[config.mk]
export PLATFORM = sky130hd
export DESIGN_NAME = irq_req_latch
export DESIGN_NICKNAME = d
export VERILOG_FILES = /design/src/rtl/irq_latch_pkg.sv /design/src/rtl/irq_in_sync.sv /design/src/rtl/irq_trig_mode_reg.sv /design/src/rtl/irq_line_cell.sv /design/src/rtl/irq_req_latch.sv
export SDC_FILE = /design/constraint.sdc
export NUM_CORES = 1
export LEC_CHECK = 0
export ABC_AREA = 0
export CAP_MARGIN = 30
export CORE_AREA = 2 2 53 75
export DETAILED_ROUTE_END_ITERATION = 8
export DIE_AREA = 0 0 55 77
export GPL_ROUTABILITY_DRIVEN = 1
export GPL_TIMING_DRIVEN = 0
export HOLD_SLACK_MARGIN = 0.08
export PLACE_DENSITY = 0.67
export SYNTH_ARGS = -nofsm -noshare
export SYNTH_HDL_FRONTEND = slang
export SYNTH_SLANG_ARGS = --single-unit
[constraint.sdc]
create_clock -name clk -period 1.9 [get_ports clk]
set_input_delay 0.285 -clock clk [delete_from_list [all_inputs] [get_ports clk]]
set_output_delay 0.285 -clock clk [all_outputs]
set_load 0.01 [all_outputs]
[src/rtl/irq_latch_pkg.sv]
package irq_latch_pkg;

  // Trigger mode encoding: register bit value per line.
  typedef enum logic {
    TRIG_EDGE  = 1'b0,
    TRIG_LEVEL = 1'b1
  } trig_mode_e;

endpackage

[src/rtl/irq_in_sync.sv]
module irq_in_sync #(
  parameter int N_LINES     = 8,
  parameter int SYNC_STAGES = 2
) (
  input  logic               clk,
  input  logic               rst,
  input  logic [N_LINES-1:0] din,
  output logic [N_LINES-1:0] dout
);

  logic [N_LINES-1:0] stg [SYNC_STAGES];

  always_ff @(posedge clk) begin
    if (rst) begin
      for (int s = 0; s < SYNC_STAGES; s++) stg[s] <= '0;
    end else begin
      stg[0] <= din;
      for (int s = 1; s < SYNC_STAGES; s++) stg[s] <= stg[s-1];
    end
  end

  assign dout = stg[SYNC_STAGES-1];

endmodule

[src/rtl/irq_trig_mode_reg.sv]
module irq_trig_mode_reg #(
  parameter int                 N_LINES    = 8,
  parameter logic [N_LINES-1:0] ALLOW_MASK = 8'hF8
) (
  input  logic               clk,
  input  logic               rst,
  input  logic               wr_en,
  input  logic [N_LINES-1:0] wr_data,
  output logic [N_LINES-1:0] mode_q
);

  always_ff @(posedge clk) begin
    if (rst)        mode_q <= '0;
    else if (wr_en) mode_q <= wr_data & ALLOW_MASK;
  end

endmodule

[src/rtl/irq_line_cell.sv]
module irq_line_cell
  import irq_latch_pkg::*;
(
  input  logic       clk,
  input  logic       rst,
  input  logic       lvl,
  input  trig_mode_e mode,
  input  logic       ack_hit,
  output logic       pend_q,
  output logic       prev_q
);

  logic rise;
  assign rise = lvl & ~prev_q;

  always_ff @(posedge clk) begin
    if (rst) begin
      pend_q <= 1'b0;
      prev_q <= 1'b0;
    end else begin
      prev_q <= lvl;
      case (mode)
        TRIG_LEVEL: pend_q <= lvl;
        default: begin
          if (rise)         pend_q <= 1'b1;
          else if (ack_hit) pend_q <= 1'b0;
        end
      endcase
    end
  end

endmodule

[src/rtl/irq_req_latch.sv]
module irq_req_latch
  import irq_latch_pkg::*;
#(
  parameter int                 N_LINES     = 8,
  parameter int                 SYNC_STAGES = 2,
  parameter logic [N_LINES-1:0] ALLOW_MASK  = 8'hF8,
  localparam int                LINE_W      = (N_LINES > 1) ? $clog2(N_LINES) : 1
) (
  input  logic               clk,
  input  logic               rst,
  input  logic [N_LINES-1:0] irq_in,
  input  logic               mode_wr_en,
  input  logic [N_LINES-1:0] mode_wr_data,
  input  logic               ack_valid,
  input  logic [LINE_W-1:0]  ack_line,
  output logic [N_LINES-1:0] pending,
  output logic [N_LINES-1:0] mode_rb
);

  logic [N_LINES-1:0] lvl_sync;
  logic [N_LINES-1:0] lvl_prev;
  logic [N_LINES-1:0] ack_hit;

  irq_in_sync #(
    .N_LINES     (N_LINES),
    .SYNC_STAGES (SYNC_STAGES)
  ) u_sync (
    .clk  (clk),
    .rst  (rst),
    .din  (irq_in),
    .dout (lvl_sync)
  );

  irq_trig_mode_reg #(
    .N_LINES    (N_LINES),
    .ALLOW_MASK (ALLOW_MASK)
  ) u_mode (
    .clk     (clk),
    .rst     (rst),
    .wr_en   (mode_wr_en),
    .wr_data (mode_wr_data),
    .mode_q  (mode_rb)
  );

  always_comb begin
    ack_hit = '0;
    if (ack_valid) ack_hit[ack_line] = 1'b1;
  end

  for (genvar g = 0; g < N_LINES; g++) begin : g_line
    irq_line_cell u_cell (
      .clk     (clk),
      .rst     (rst),
      .lvl     (lvl_sync[g]),
      .mode    (trig_mode_e'(mode_rb[g])),
      .ack_hit (ack_hit[g]),
      .pend_q  (pending[g]),
      .prev_q  (lvl_prev[g])
    );
  end

endmodule

==> reports/results.ini <==
[cts]
insertion_delay_ps = 280
path_clk_slew_ps = 70
htreeDepth = 2
cts_max_path_buffers = 2
root_buffer = clkbuf_8
cts_tree = yes
cts-buffers-inserted = 5
cts.sinks = 37
post_cts_resized = 0
post_cts_buffers = 0
hold_buffers = 0

[synth]
synth_top_area_cell = dfxtp_1
yosysMostFrequentCell = dfxtp_1
async_flop_share_pct = 0
synthTopCellsByCount = dfxtp_1, nor2b_1, buf_4
ys.flop_type = dfxtp_1
yosysTopAreaCellShare_pct = 53.6
synth-edff-count = 0
yosys-top-cells-area = dfxtp_1, buf_4, nor2b_1
netlist_instances = 125
ys_ff_latch = 37
syn_area_per_cell_um2 = 11.1
synth_seq_area_share_pct = 53.6
yosysUniqueCellTypes = 17
netlist_area_mm2 = 0.00138
yosysWarnings = 0

[sta]
drv_slew = 0
tns_ps = 0
fin_skew_ps = 6.15
period_needed_ps = 1590
rsz0062_at_grt = false
min_period_over_period_pct = 83.5
whs_ps = 375
finalHoldViolCount = 0
clock.fmax_ghz = 0.630
fin_ws_ps = 313
finalSetupViolations = 0

[grt]
busiest_layer = met2
antenna_found_initial = 0
gr-usage-met1_pct = 13.8
grt_first_pass_wirelength_um = 4060
grt_use_met3_pct = 5.06
use_met2_pct = 22.9
grt_pass1_vias = 906
grtUsageTotal_pct = 13.8
grt_overflow = 0
grt_max_degree = 12

[finish]
final_nets = 188
diodes = 0
final_layout_size_suffix_gt1_share_pct = 20.5
syn_to_final_growth_pct = 32.8
postLayoutCoreUtil_pct = 51.3
fillers = 335
seqCellArea_um2 = 741
multi_input_area_um2 = 474

[routing]
ant_nets = 0
via_per_inst = 4.50
wl_per_cell_um = 12.0
drtPass1Iterations = 4
drc_errors = 0
wl_um = 2490
dr_total_vias = 935
drtIter0Drc = 13

[placed_design]
place_congestion = 0.712
dp_hpwl_um = 1840
pre_cts_ws_ps = 395
port_buffers = 31

[setup_path]
crit_family = buffers and inverters
crit_required_ps = 1620
reg2reg_depth = 2
r2r-start = u_mode.mode_q[7]
timing.rr.end = g_line[7].u_cell.pend_q
cp_num_buf_inv = 2
end_kind = primary output
crit_chain = buf_4 > clkdlybuf4s50_1
worstSetupPathDepth = 2
path_max_fanout = 4
cpPeakStageDelay_ps = 530
reg2reg_setup_slack_ps = 1120
crit_path_start_kind = flip-flop
crit_slowest_cell = clkdlybuf4s50_1
crit_type = reg2out
crit_arrival_ps = 1300

[floorplanning]
die_x_um = 55
row_count = 26
coreArea_mm2 = 0.00358
fp.dieH_um = 77
ios = 39
initial_core_util_pct = 38.6
die_area_mm2 = 0.00424

[pwr]
peakVddDrop_mv = 0.540
leakage_nw = 0.743
p_per_area_mw_per_mm2 = 829

[hold_path]
min_from = mode_wr_en
hold_class = in2reg
worstHoldEndpoint = u_mode.mode_q[3]
min_path_cells = 3

[job]
max_cap_viol_count = 0

[status]
status = complete, no violations

flip-flops by register name, indices dropped and copies added (netlist names):
signal / flops
g_line.u_cell.prev_q: 8
u_sync.stg: 16
g_line.u_cell.pend_q: 8
u_mode.mode_q: 5
where the power goes:
| group | total, mW | switching (mW) | leakage, nW | internal (mW) |
|---|---|---|---|---|
| sequential | 0.826 | 0.0150 | 0.304 | 0.811 |
| clock | 0.508 | 0.254 | 0.0450 | 0.254 |
| combinational | 0.186 | 0.0670 | 0.394 | 0.119 |
| total | 1.52 | 0.336 | 0.743 | 1.18 |
how the worst max path moves through the flow:
| stage | end | startpoint |
|---|---|---|
| after floorplan | g_line[0].u_cell.pend_q | rst |
| after global placement | g_line[0].u_cell.pend_q | ack_line[1] |
| after detailed placement | g_line[0].u_cell.pend_q | ack_line[1] |
| after CTS | mode_rb[4] | u_mode.mode_q[4] |
| after global routing | mode_rb[3] | u_mode.mode_q[3] |
| final | mode_rb[4] | u_mode.mode_q[4] |
worst min-delay path, stage by stage:
cell and delay (ps):
buf_2 170, mux2i_1 90, nor2_1 70
layout make-up:
cell class / instances / area share (%)
Timing Repair Buffer: 31 / 16.9
Sequential cell: 37 / 40.4
Inverter: 3 / 0.614
Buffer: 21 / 8.87
Tap cell: 42 / 2.86
Multi-Input combinational cell: 66 / 25.9
Clock inverter: 2 / 0.546
Clock buffer: 6 / 3.96
cell usage in the layout (no fill, tap or decap):
cell and n:
a32o_1 5, and4bb_2 2, buf_2 1, buf_4 18, buf_6 2, clkbuf_1 1
clkbuf_8 5, clkdlybuf4s50_1 31, clkinv_2 2, conb_1 3, dfxtp_1 37, inv_1 3
mux2i_1 5, nand2b_1 8, nand4_1 1, nand4b_1 3, nand4bb_1 1, nor2_1 13
nor2b_1 21, nor4b_2 1, o32ai_2 3
through the flow:
stage               area [µm²]  std cells  power (mW)
floorplan                 1390        127       0.941
global placement          1750        200        1.03
detailed placement        1750        200        1.03
CTS                       1830        208        1.55
global route              1830        208        1.59
finish                    1830        208        1.52
routing by layer:
layer | share of wire [%] | vias to the layer above | wire (µm)
met5 | 0 | - | 0
met4 | 2.4 | 0 | 59
met3 | 5.5 | 6 | 136
met2 | 55 | 23 | 1360
met1 | 37 | 433 | 932
li1 | - | 473 | -
kinds of logic after synthesis:
group	count (synthesis)	share of synthesized area, %
and+or+nand+nor	50	22.7
DFF	37	53.6
buffers and inverters	24	12.6
AOI/OAI and AO/OA	8	7.16
muxes	5	3.62
other	1	0.271
Power figures use the tool's default switching activity.
